`src/rtl/pwr_seq_pkg.sv`:
```
package pwr_seq_pkg;

  typedef enum logic [2:0] {
    ST_RESET  = 3'd0,
    ST_INIT   = 3'd1,
    ST_ACTIVE = 3'd2,
    ST_PD_SEQ = 3'd3,
    ST_SLEEP  = 3'd4
  } seq_state_t;

  typedef struct packed {
    logic       master;
    logic [7:0] addr;
  } bus_role_t;

  // 00 low -> slave low addr, 01 open -> slave high addr,
  // 10 high -> master, 11 illegal -> slave low addr
  function automatic bus_role_t decode_strap(input logic [1:0] code,
                                             input logic [7:0] lo_addr,
                                             input logic [7:0] hi_addr);
    bus_role_t r;
    case (code)
      2'b01:   begin r.master = 1'b0; r.addr = hi_addr; end
      2'b10:   begin r.master = 1'b1; r.addr = 8'h00;   end
      default: begin r.master = 1'b0; r.addr = lo_addr; end
    endcase
    return r;
  endfunction

endpackage

```
`src/rtl/pwr_rst_sync.sv`:
```
module pwr_rst_sync #(
  parameter int STAGES = 2
) (
  input  logic clk,
  input  logic arst_n,
  output logic rst_n_o
);
  logic [STAGES-1:0] sh_q;

  always_ff @(posedge clk or negedge arst_n) begin
    if (!arst_n) sh_q <= '0;
    else         sh_q <= {sh_q[STAGES-2:0], 1'b1};
  end

  assign rst_n_o = sh_q[STAGES-1];
endmodule

```
`src/rtl/pwr_sync_bits.sv`:
```
module pwr_sync_bits #(
  parameter int             W       = 1,
  parameter int             STAGES  = 2,
  parameter logic [W-1:0]   RST_VAL = '0
) (
  input  logic         clk,
  input  logic         rst_n,
  input  logic [W-1:0] d,
  output logic [W-1:0] q
);
  logic [W-1:0] st_q [STAGES];

  for (genvar g = 0; g < STAGES; g++) begin : g_stage
    if (g == 0) begin : g_first
      always_ff @(posedge clk or negedge rst_n) begin
        if (!rst_n) st_q[g] <= RST_VAL;
        else        st_q[g] <= d;
      end
    end else begin : g_next
      always_ff @(posedge clk or negedge rst_n) begin
        if (!rst_n) st_q[g] <= RST_VAL;
        else        st_q[g] <= st_q[g-1];
      end
    end
  end

  assign q = st_q[STAGES-1];
endmodule

```
`src/rtl/pwr_strap_latch.sv`:
```
module pwr_strap_latch
  import pwr_seq_pkg::*;
#(
  parameter int         CFG_W   = 4,
  parameter logic [7:0] ADDR_LO = 8'h40,
  parameter logic [7:0] ADDR_HI = 8'hC0
) (
  input  logic             clk,
  input  logic             rst_n,
  input  logic             cap_en,
  input  logic [1:0]       strap_mode,
  input  logic [CFG_W-1:0] strap_cfg,
  output logic [CFG_W-1:0] cfg_q,
  output logic             bus_master,
  output logic [7:0]       slave_addr
);
  localparam bus_role_t ROLE_RST = '{master: 1'b0, addr: ADDR_LO};

  bus_role_t role_q, role_d;
  logic [CFG_W-1:0] cfg_d;

  always_comb begin
    role_d = role_q;
    cfg_d  = cfg_q;
    if (cap_en) begin
      role_d = decode_strap(strap_mode, ADDR_LO, ADDR_HI);
      cfg_d  = strap_cfg;
    end
  end

  always_ff @(posedge clk or negedge rst_n) begin
    if (!rst_n) begin
      role_q <= ROLE_RST;
      cfg_q  <= '0;
    end else begin
      role_q <= role_d;
      cfg_q  <= cfg_d;
    end
  end

  assign bus_master = role_q.master;
  assign slave_addr = role_q.addr;
endmodule

```
`src/rtl/pwr_seq_fsm.sv`:
```
module pwr_seq_fsm
  import pwr_seq_pkg::*;
#(
  parameter int INIT_CYC = 4,
  parameter int PD_CYC   = 16
) (
  input  logic       clk,
  input  logic       rst_n,
  input  logic       pd_act,
  input  logic       video_on,
  output seq_state_t state_o,
  output logic       cap_en,
  output logic       pd_done,
  output logic       pd_warn
);
  localparam int MAXC  = (INIT_CYC > PD_CYC) ? INIT_CYC : PD_CYC;
  localparam int CNT_W = $clog2(MAXC + 1);
  localparam logic [CNT_W-1:0] INIT_LAST = CNT_W'(INIT_CYC - 1);
  localparam logic [CNT_W-1:0] PD_LOAD   = CNT_W'(PD_CYC - 1);

  seq_state_t st_q, st_d;
  logic [CNT_W-1:0] cnt_q, cnt_d;
  logic warn_q, warn_d;

  always_comb begin
    st_d   = st_q;
    cnt_d  = cnt_q;
    warn_d = warn_q;
    cap_en = 1'b0;
    case (st_q)
      ST_RESET: begin
        st_d  = ST_INIT;
        cnt_d = '0;
      end
      ST_INIT: begin
        if (cnt_q == INIT_LAST) begin
          cap_en = 1'b1;
          if (pd_act) begin
            st_d  = ST_PD_SEQ;
            cnt_d = PD_LOAD;
            if (video_on) warn_d = 1'b1;
          end else begin
            st_d = ST_ACTIVE;
          end
        end else begin
          cnt_d = cnt_q + 1'b1;
        end
      end
      ST_ACTIVE: begin
        if (pd_act) begin
          st_d  = ST_PD_SEQ;
          cnt_d = PD_LOAD;
          if (video_on) warn_d = 1'b1;
        end
      end
      ST_PD_SEQ: begin
        if (cnt_q == '0) st_d = ST_SLEEP;
        else             cnt_d = cnt_q - 1'b1;
      end
      ST_SLEEP: begin
        if (!pd_act) begin
          st_d   = ST_INIT;
          cnt_d  = '0;
          warn_d = 1'b0;
        end
      end
      default: st_d = ST_RESET;
    endcase
  end

  always_ff @(posedge clk or negedge rst_n) begin
    if (!rst_n) begin
      st_q   <= ST_RESET;
      cnt_q  <= '0;
      warn_q <= 1'b0;
    end else begin
      st_q   <= st_d;
      cnt_q  <= cnt_d;
      warn_q <= warn_d;
    end
  end

  assign state_o = st_q;
  assign pd_done = (st_q == ST_PD_SEQ) && (cnt_q == '0);
  assign pd_warn = warn_q;
endmodule

```
`src/rtl/pwr_seq_ctrl.sv`:
```
module pwr_seq_ctrl
  import pwr_seq_pkg::*;
#(
  parameter int         CFG_W     = 4,
  parameter int         SYNC_STG  = 2,
  parameter int         INIT_CYC  = 4,
  parameter int         PD_CYC    = 16,
  parameter logic [7:0] ADDR_LO   = 8'h40,
  parameter logic [7:0] ADDR_HI   = 8'hC0
) (
  input  logic             clk,
  input  logic             por_n,
  input  logic             ext_rst_n,
  input  logic             pd_req_n,
  input  logic             pd_float,
  input  logic [1:0]       strap_mode,
  input  logic [CFG_W-1:0] strap_cfg,
  input  logic             video_on,
  output logic             core_rst_n,
  output logic [CFG_W-1:0] cfg_q,
  output logic             bus_master,
  output logic [7:0]       slave_addr,
  output logic             sleep_o,
  output logic             hpd_o,
  output logic             pd_warn
);
  logic       arst_n;
  logic       rst_n_sync;
  logic [1:0] pd_s;
  logic       pd_n_s, float_s, pd_act;
  logic       cap_en, pd_done;
  seq_state_t state_q;

  assign arst_n = por_n & ext_rst_n;

  pwr_rst_sync #(.STAGES(SYNC_STG)) u_rst (
    .clk    (clk),
    .arst_n (arst_n),
    .rst_n_o(rst_n_sync)
  );

  pwr_sync_bits #(.W(2), .STAGES(SYNC_STG), .RST_VAL(2'b10)) u_pd_sync (
    .clk  (clk),
    .rst_n(rst_n_sync),
    .d    ({pd_req_n, pd_float}),
    .q    (pd_s)
  );

  assign pd_n_s  = pd_s[1];
  assign float_s = pd_s[0];
  assign pd_act  = !pd_n_s && !float_s;

  pwr_seq_fsm #(.INIT_CYC(INIT_CYC), .PD_CYC(PD_CYC)) u_fsm (
    .clk     (clk),
    .rst_n   (rst_n_sync),
    .pd_act  (pd_act),
    .video_on(video_on),
    .state_o (state_q),
    .cap_en  (cap_en),
    .pd_done (pd_done),
    .pd_warn (pd_warn)
  );

  pwr_strap_latch #(.CFG_W(CFG_W), .ADDR_LO(ADDR_LO), .ADDR_HI(ADDR_HI)) u_strap (
    .clk       (clk),
    .rst_n     (rst_n_sync),
    .cap_en    (cap_en),
    .strap_mode(strap_mode),
    .strap_cfg (strap_cfg),
    .cfg_q     (cfg_q),
    .bus_master(bus_master),
    .slave_addr(slave_addr)
  );

  assign hpd_o      = (state_q == ST_ACTIVE);
  assign sleep_o    = (state_q == ST_SLEEP);
  assign core_rst_n = (state_q == ST_ACTIVE) || (state_q == ST_PD_SEQ);
endmodule

```
`config.mk`:
```
export PLATFORM = sky130hd
export DESIGN_NAME = pwr_seq_ctrl
export DESIGN_NICKNAME = d
export VERILOG_FILES = /design/src/rtl/pwr_seq_pkg.sv /design/src/rtl/pwr_rst_sync.sv /design/src/rtl/pwr_sync_bits.sv /design/src/rtl/pwr_strap_latch.sv /design/src/rtl/pwr_seq_fsm.sv /design/src/rtl/pwr_seq_ctrl.sv
export SDC_FILE = /design/constraint.sdc
export NUM_CORES = 1
export LEC_CHECK = 0
export ABC_CLOCK_PERIOD_IN_PS = 1000
export BUFFER_PORTS_ARGS = -buffer_cell sky130_fd_sc_hd__clkbuf_2
export CAP_MARGIN = 20
export CORE_MARGIN = 2
export CORE_UTILIZATION = 30
export DETAILED_ROUTE_END_ITERATION = 12
export PLACE_DENSITY = 0.55
export SLEW_MARGIN = 30
export SYNTH_ARGS = -nofsm -noshare
export SYNTH_HDL_FRONTEND = slang
export SYNTH_SLANG_ARGS = --single-unit
```
`constraint.sdc`:
```
create_clock -name clk -period 1 [get_ports clk]
set_input_delay 0.05 -clock clk [delete_from_list [all_inputs] [get_ports clk]]
set_output_delay 0.05 -clock clk [all_outputs]
set_load 0.005 [all_outputs]
```
* After elaboration in Yosys (flattened, before gate mapping)
Cells that the tools add are included.
Word-level totals: register bits after elaboration 28, output and inout bits 17, logic and storage cells 54
Cells by class: $add $sub $neg 2, eq/ne operators 12, multiplexer cells 19, bitwise gates (word level) 1, reduce and logical (&&, ||, !) cells 11
Operators with widths (number):
- $pmux W5 S5 | 1
- $mux W5 | 4
- $pmux W9 S2 | 1
- $pmux W3 S5 | 1
- $mux W3 | 4
- $mux W1 | 7
- $eq A3 B2 Y1 const B | 2
- $ne A2 B1 Y1 const B | 3
- $reduce_and A3 Y1 | 2
- $add A5 B1 Y5 const B | 1
- $eq A5 B2 Y1 const B | 1
- $logic_not A5 Y1 | 1
- $reduce_bool A5 Y1 | 1
- $sub A5 B1 Y5 const B | 1
- $ne A2 B2 Y1 const B | 2
- $reduce_and A4 Y1 | 1
- $eq A3 B1 Y1 const B | 1
- $eq A3 B3 Y1 const B | 1
- $logic_not A3 Y1 | 1
- $pmux W1 S3 | 1
- $reduce_bool A3 Y1 | 1
- $eq A2 B1 Y1 const B | 1
- $eq A2 B2 Y1 const B | 1
- $logic_not A1 Y1 | 2
- 3 further kinds | 3

* Depth between registers and ports, before layout
Gate-level depths: netlist of the first run.
word-level depth 5, depth in mapped cells 7, mapped depth without buffers 6

* Hierarchy
Synthesis of the first run repeated with hierarchy kept, for this count alone.
Unflattened totals: cells, all modules 127, area, all modules 1275.0 um^2
Modules (own cells, without submodules):
- pwr_seq_fsm | times used 1, cells an instance 87, area each 725.7 um^2, sequential area each 225.2 um^2
- pwr_strap_latch | times used 1, cells an instance 26, area each 336.6 um^2, sequential area each 176.4 um^2
- pwr_sync_bits | times used 1, cells an instance 6, area each 117.6 um^2, sequential area each 102.6 um^2
- pwr_rst_sync | times used 1, cells an instance 3, area each 53.8 um^2, sequential area each 50.0 um^2
- pwr_seq_ctrl | times used 1, cells an instance 5, area each 41.3 um^2, sequential area each 0.0 um^2

* Least setup slack after synthesis of the first run
No wires, ideal clock.
path kind register to register, from register u_fsm.cnt_q[1], to register u_strap.cfg_q[0], setup time 0.125 ns, arrival time 1.954 ns, data required time 0.875 ns, setup slack -1.079 ns, cell stages (with the launch flop) 7, buffers on the path 2, clock period less this slack 2.079 ns, path through dfrtp_1 > ha_1 > or4b_4 > buf_6 > or3_1 > buf_6 > mux2_4
Between the ends: longest elaborated chain between the ends 3
Ends and longest elaborated chain:
- start: declaration | line pwr_seq_fsm.sv:22 | logic [CNT_W-1:0] cnt_q, cnt_d;
- start signal: assignment | line pwr_seq_fsm.sv:78 | cnt_q <= cnt_d;
- $eq A5 B2 Y1 | line pwr_seq_fsm.sv:36 | if (cnt_q == INIT_LAST) begin
- $mux W1 | line pwr_seq_fsm.sv:36
- $mux W1 | line pwr_seq_fsm.sv:30 | case (st_q)
- end signal: assignment | line pwr_strap_latch.sv:37 | cfg_q <= cfg_d;
- end: declaration | line pwr_strap_latch.sv:13 | output logic [CFG_W-1:0] cfg_q,
Every way passes these cells. A chain may end at the register's enable or synchronous reset.

* Final worst setup path of the first run
from register u_fsm.cnt_q[0], to register u_strap.cfg_q[0]
The elaborated chain is that of the path after synthesis.

==> results by group, run 1 <==
Synthesis
  – Yosys top cell area share: 0.3901
  – Yosys warnings: 0
  – Most frequent cells after synthesis: dfrtp_1, inv_1, nor2_1
  – Number of synthesized flops with an enable pin: 0
  – Area contributors post-synth: dfrtp_1, dfstp_2, mux2_4
  – Most frequent cell after synthesis: dfrtp_1
  – Synth cell types: between 40 and 50
  – Sequential area share after synthesis: 0.4548
  – Top_reg_cell synth: dfrtp_1
  – Largest area contributor in the netlist: dfrtp_1
  – Syn Inst Count: between 100 and 150
  – Netlist Area Pre-Place: approximately 0.0012 mm²
  – Yosys reg bits: 22
  – Async SR Flop Fraction: 1.000
  – Average size of a mapped cell: roughly 10 µm²

Place
  – Detailed-placement wirelength estimate: 2179 µm
  – Gpl congestion: between 0.8 and 0.9
  – Placed cell count: about 210
  – Port bufs: 22

Drt
  – Routed vias: 1102
  – WL per Instance: ~14 µm
  – Vias per inst: between 4 and 5
  – DRT iter0 DRCs: 53
  – Final WL: about 3100 µm
  – Remaining DRCs: 0
  – Pre-antenna DRT Iters: 4
  – Post-route ant nets: 0

Clock tree
  – Clock Sinks: 22
  – H-Tree Depth: 1
  – CTS max path bufs: 2
  – Root Driver: clkbuf_8
  – Clock transition at the registers of the reported paths: around 0.070 ns
  – Num CTS Buffers: 3
  – Worst-Skew Late Latency: 0.25 ns
  – CTS tree: done

Critical path
  – Crit path launch type: register
  – Worst-path fanout max: 8
  – Critical Path RT: 1.14 ns
  – Setup CP Type: reg2reg
  – Setup crit end kind: register
  – Data arrival time of the worst path: roughly 2.0 ns

Power
  – Clk pwr share: 0.134
  – Maximum vdd drop: about 1100 µV
  – Flop pwr share: 0.303
  – Internal Pwr Total: between 2 and 3 mW
  – Leak: roughly 0.87 nW
  – PwrDens: ~2600 mW/mm²
  – PnR Total Power: about 4.6 mW
  – Gate power share: 0.564
  – Sw Pwr: 1.615 mW
  – Net Sw Frac: 0.3546

Cells and area
  – Post-Layout Cell Count: 225
  – Antenna cells: 0
  – Share of cells above drive strength 1: 0.5143
  – Area grow syn2layout: 45.69%
  – # nets final: 190
  – Fin util: 0.4503
  – Fillers: about 380

Status
  – Failing checks: setup timing
  – Status: finished with violations

Floorplanning
  – Top Ports: 29
  – Die area: 0.004588 mm²
  – Core Box Area: just under 0.004 mm²
  – Initial Util: 0.3091
  – Die Width: 67.74 µm
  – Row count: 23
  – Height of the die: ~68 µm

Timing
  – Final Critical Period: 1.851 ns
  – Final Worst Setup Slack: -0.8505 ns
  – Fmax: about 540 MHz
  – Worst Clk Skew: roughly 0.0018 ns
  – # setup viols final: 19
  – Relative slew margins: 0.6457
  – Max-slew violations: 0
  – Period Utilization, post-route: 1.851
  – Worst-Margin Slew: ~0.53 ns
  – Final hold vios: 0
  – Unrepaired setup endpoints after global routing: yes
  – Total negative setup slack: -12.71 ns

Job
  – Max Cap Viol: 0

Global routing
  – GRT Util Overall: 0.1422
  – Total grt overflow: 0
  – Vias in the first global route: 1091
  – Initial antenna violation count: 0
  – First-pass GRT wire length: 4912 µm
  – Largest net degree at the start of global routing: 13

Min path
  – Hold WC Path Type: in2reg
==> power groups by stage <==
stage	logic [mW]	clock network, mW	registers [mW]
global route	2.79	0.674	1.42
CTS	2.47	0.639	1.38
floorplan	1.24	0	1.44
detailed placement	2.20	0	1.38
finish	2.57	0.608	1.38
global placement	2.14	0	1.37
==> worst max-delay path, cell delays in order (launching register included) <==
cell and delay, ns:
dfrtp_1 0.36, ha_2 0.17, or4b_4 0.46, or3_4 0.43
mux2_4 0.32
==> worst paths after layout <==
path / start / end / slack (ns) / cells past startpoint
max reg2reg: u_fsm.cnt_q[0]$_DFFE_PN0P_ / u_strap.cfg_q[0]$_DFFE_PN0P_ / -0.85 / 4
min: strap_cfg[3] / u_strap.cfg_q[3]$_DFFE_PN0P_ / 0.02 / 2
max in group asynchronous: ext_rst_n / u_rst.sh_q[1]$_DFF_PN0_ / 0.11 / 4
min in group asynchronous: u_rst.sh_q[1]$_DFF_PN0_ / u_fsm.state_o[1]$_DFFE_PN0P_ / 0.17 / 1
min reg2reg: u_rst.sh_q[1]$_DFF_PN0_ / u_fsm.state_o[1]$_DFFE_PN0P_ / 0.17 / 1
max: u_fsm.cnt_q[0]$_DFFE_PN0P_ / u_strap.cfg_q[0]$_DFFE_PN0P_ / -0.85 / 4
==> repair_timing <==
item                       CTS  global route
buffers inserted             6             2
resized for setup           18             6
pin swaps                    3             4
hold endpoints to repair     4             0
setup endpoints to repair   19            19
hold buffers                 4             0
==> area by class of cell <==
class / count / area, µm² / area share
clock buffer: 4 / 55.05 / 0.03101
sequential: 22 / 555.5 / 0.3129
inverter: 8 / 32.53 / 0.01832
timing repair buffer: 59 / 422.9 / 0.2382
tap: 50 / 62.56 / 0.03524
multi-input combinational: 82 / 646.9 / 0.3643
==> per-layer routing <==
layer | wire length [µm] | share of wire | up-vias | track usage
li1 | - | - | 525 | -
met2 | 1661 | 0.54 | 34 | 0.2561
met5 | 0 | 0 | - | 0
met4 | 23 | 0.0075 | 0 | 0.04847
met3 | 125 | 0.041 | 2 | 0.01500
met1 | 1246 | 0.41 | 541 | 0.1748
==> metrics by stage <==
step | hold WS (ns) | area, µm² | setup slack [ns]
after global placement | -0.06446 | 1536 | -0.9161
after CTS | 0.01216 | 1734 | -0.8470
final | 0.02225 | 1775 | -0.8505
after floorplan | -0.1437 | 1274 | -1.066
after global routing | 0.01746 | 1775 | -0.9056
after detailed placement | -0.05226 | 1536 | -0.9761
==> state kept, by name, summed over array words and instances (netlist names) <==
name,cells
u_fsm.state_o,3
u_strap.cfg_q,4
u_strap.bus_master,1
u_rst.sh_q,2
u_strap.slave_addr,2
u_fsm.cnt_q,5
u_fsm.pd_warn,1
u_pd_sync.q,2
u_pd_sync.st_q,2
==> layout by cell type, fill, tap and decap left out, drive strengths merged, types with 2 or more instances in the layout <==
master / instances
a21oi: 4
a32o: 2
and2: 2
buf: 34
clkbuf: 25
conb: 7
dfrtp: 19
dfstp: 3
dlygate4sd3: 4
ha: 2
inv: 8
mux2: 4
nand2: 7
nand2b: 4
nand3: 2
nor2: 8
nor3: 3
nor4: 2
o211ai: 2
o21ai: 7
o311ai: 3
o31ai: 2
==> logic make-up after synthesis <==
logic type / Yosys count / synth area share
adder cells (fa/ha/maj): 2 / 0.02053
AND/OR/NAND/NOR: 36 / 0.1684
other: 2 / 0.006162
multiplexers: 4 / 0.04928
AO/OA/AOI/OAI: 32 / 0.1889
buffers and inverters: 22 / 0.1047
flip-flops: 22 / 0.4548
XOR/XNOR: 1 / 0.007188
Note: power is estimated with default switching activity, not from simulation.
==> run 2, diff against run 1 <==
Settings changed: BUFFER_PORTS_ARGS -buffer_cell sky130_fd_sc_hd__clkbuf_2 to -buffer_cell sky130_fd_sc_hd__buf_2, CAP_MARGIN 20 to 25.
==> results by group, run 2 (synthesized netlist as in run 1, its figures left out) <==
Status
  – Status: finished with violations
  – Failing checks: setup timing

Cells and area
  – Largest Register: u_fsm.cnt_q
  – Antenna cells: 0
  – Area grow syn2layout: 49.28%
  – Most common cell after layout, fill and taps aside: buf_4
  – Fillers: ~360
  – Number of flip-flops in the largest register: 5
  – Fin util: 0.4614
  – Commonest non-fill, non-tap cells in the layout: buf_4, buf_2, dfrtp_1
  – # nets final: around 190
  – Register area: around 560 µm²
  – Share of cells above drive strength 1: 0.5284
  – Multi-input gate area: approximately 670 µm²
  – Design area: about 0.0018 mm²

Timing
  – Unrepaired setup endpoints after global routing: yes
  – Total negative setup slack: -12.46 ns
  – Final Worst Setup Slack: -0.8472 ns
  – Final hold vios: 0
  – # setup viols final: 19
  – Period Utilization, post-route: 1.847
  – Max-slew violations: 0
  – Fmax: approximately 540 MHz
  – Hold_ws: approximately 0.022 ns
  – Final Critical Period: ~1.8 ns
  – Worst Clk Skew: 0.002031 ns

Floorplanning
  – Initial Util: 0.3091
  – Core Box Area: around 0.004 mm²
  – Die Width: approximately 68 µm
  – Die area: 0.004588 mm²
  – Height of the die: 67.74 µm
  – Row count: 23
  – Top Ports: 29

Global routing
  – Vias in the first global route: between 1k and 1.5k
  – M2 GR Usage: 0.2512
  – Initial antenna violation count: 0
  – Met1 Use GR: 0.1869
  – GRT Util Overall: 0.1491
  – Total grt overflow: 0
  – First-pass GRT wire length: about 5000 µm
  – Met3 usage: 0.02167
  – Most Crowded Layer GR: met2
  – Largest net degree at the start of global routing: 15

Place
  – Port bufs: 22
  – Post-Place Worst Slack: -0.9883 ns
  – Gpl congestion: between 0.8 and 0.9
  – Detailed-placement wirelength estimate: ~2200 µm
  – Area after DPL: 0.001521 mm²

Drt
  – Vias per inst: around 5
  – DRT iter0 DRCs: slightly above 60
  – WL per Instance: 13.38 µm
  – Pre-antenna DRT Iters: 4
  – Remaining DRCs: 0
  – Routed vias: between 1k and 1.5k
  – Post-route ant nets: 0
  – Final WL: about 3000 µm

Min path
  – Min-Delay Path Depth: 2
  – Hold EP: u_strap.cfg_q[2]$_DFFE_PN0P_
  – Hold WC Path Type: in2reg
  – Hold Startpoint: strap_cfg[2]

Critical path
  – FF-to-FF Start: u_fsm.cnt_q[1]$_DFFE_PN0P_
  – Critical Path RT: about 1.2 ns
  – Worst-path fanout max: 8
  – Crit path launch type: register
  – Worst r2r dst: u_strap.cfg_q[0]$_DFFE_PN0P_
  – Setup crit end kind: register
  – Cells on worst reg2reg path: 4
  – Setup CP Type: reg2reg
  – R2R Setup Slk: -0.85 ns
  – Data arrival time of the worst path: 1.99 ns
  – CP Launch Point: u_fsm.cnt_q[1]$_DFFE_PN0P_

Clock tree
  – CTS max path bufs: 2
  – Root Driver: clkbuf_8
  – Worst-Skew Late Latency: approximately 0.26 ns
  – Num CTS Buffers: 3
  – CTS tree: done
  – H-Tree Depth: 1
  – Clock transition at the registers of the reported paths: about 0.070 ns
  – Clock Sinks: 22

Power
  – Maximum vdd drop: around 1300 µV
  – PwrDens: around 2500 mW/mm²
  – Leak: 0.8867 nW

Job
  – Max Cap Viol: 0
==> run 2: cell count changes in the layout (fill, tap and decap cells not counted), sizes merged <==
cell and delta:
buf +22, clkbuf -21
==> run 2: stage by stage <==
step | instances | total power, mW
2_1_floorplan | 126 | 2.679
3_5_place_dp | 207 | 3.504
6_report | 226 | 4.634
4_1_cts | 223 | 4.544
5_1_grt | 226 | 4.970
3_3_place_gp | 207 | 3.467
==> run 2: routing by layer <==
layer	share of wire	routed length, µm
met4	0.013	40
met1	0.41	1253
met3	0.049	149
met2	0.52	1581
met5	0	0
==> run 2: worst max path at each step <==
| stage | end |
|---|---|
| floorplan | u_strap.cfg_q[0]$_DFFE_PN0P_ |
| global placement | u_strap.cfg_q[1]$_DFFE_PN0P_ |
| detailed placement | u_strap.cfg_q[0]$_DFFE_PN0P_ |
| CTS | u_strap.cfg_q[0]$_DFFE_PN0P_ |
| global route | u_strap.bus_master$_DFFE_PN0P_ |
| finish | u_strap.cfg_q[0]$_DFFE_PN0P_ |
==> run 2: cell type report <==
class | instances | area share
Inverter | 8 | 0.01926
Clock buffer | 4 | 0.03026
Multi-Input combinational cell | 82 | 0.3693
Sequential cell | 22 | 0.3054
Timing Repair Buffer | 60 | 0.2414
Tap cell | 50 | 0.03439
==> run 2: repair_timing <==
| item | 4_1_cts | 5_1_grt |
|---|---|---|
| cloned | 0 | 0 |
| pin swaps | 7 | 5 |
| resized for setup | 25 | 8 |
| endpoints found under the setup margin | 19 | 19 |
| buffers inserted | 9 | 3 |
| endpoints found under the hold margin | 4 | 0 |
| hold buffers | 4 | 0 |
==> run 2: power breakdown <==
| group | leakage [nW] | internal (mW) | switching (mW) |
|---|---|---|---|
| clock | 0.0288 | 0.350 | 0.272 |
| combinational | 0.602 | 1.41 | 1.25 |
| sequential | 0.256 | 1.20 | 0.156 |
| total | 0.887 | 2.96 | 1.68 |
==> run 2: worst max-delay path, stage by stage (launching register included) <==
cell     delay, ns
dfrtp_2       0.36
ha_2          0.16
or4b_4        0.46
or3_4         0.43
mux2_4        0.32
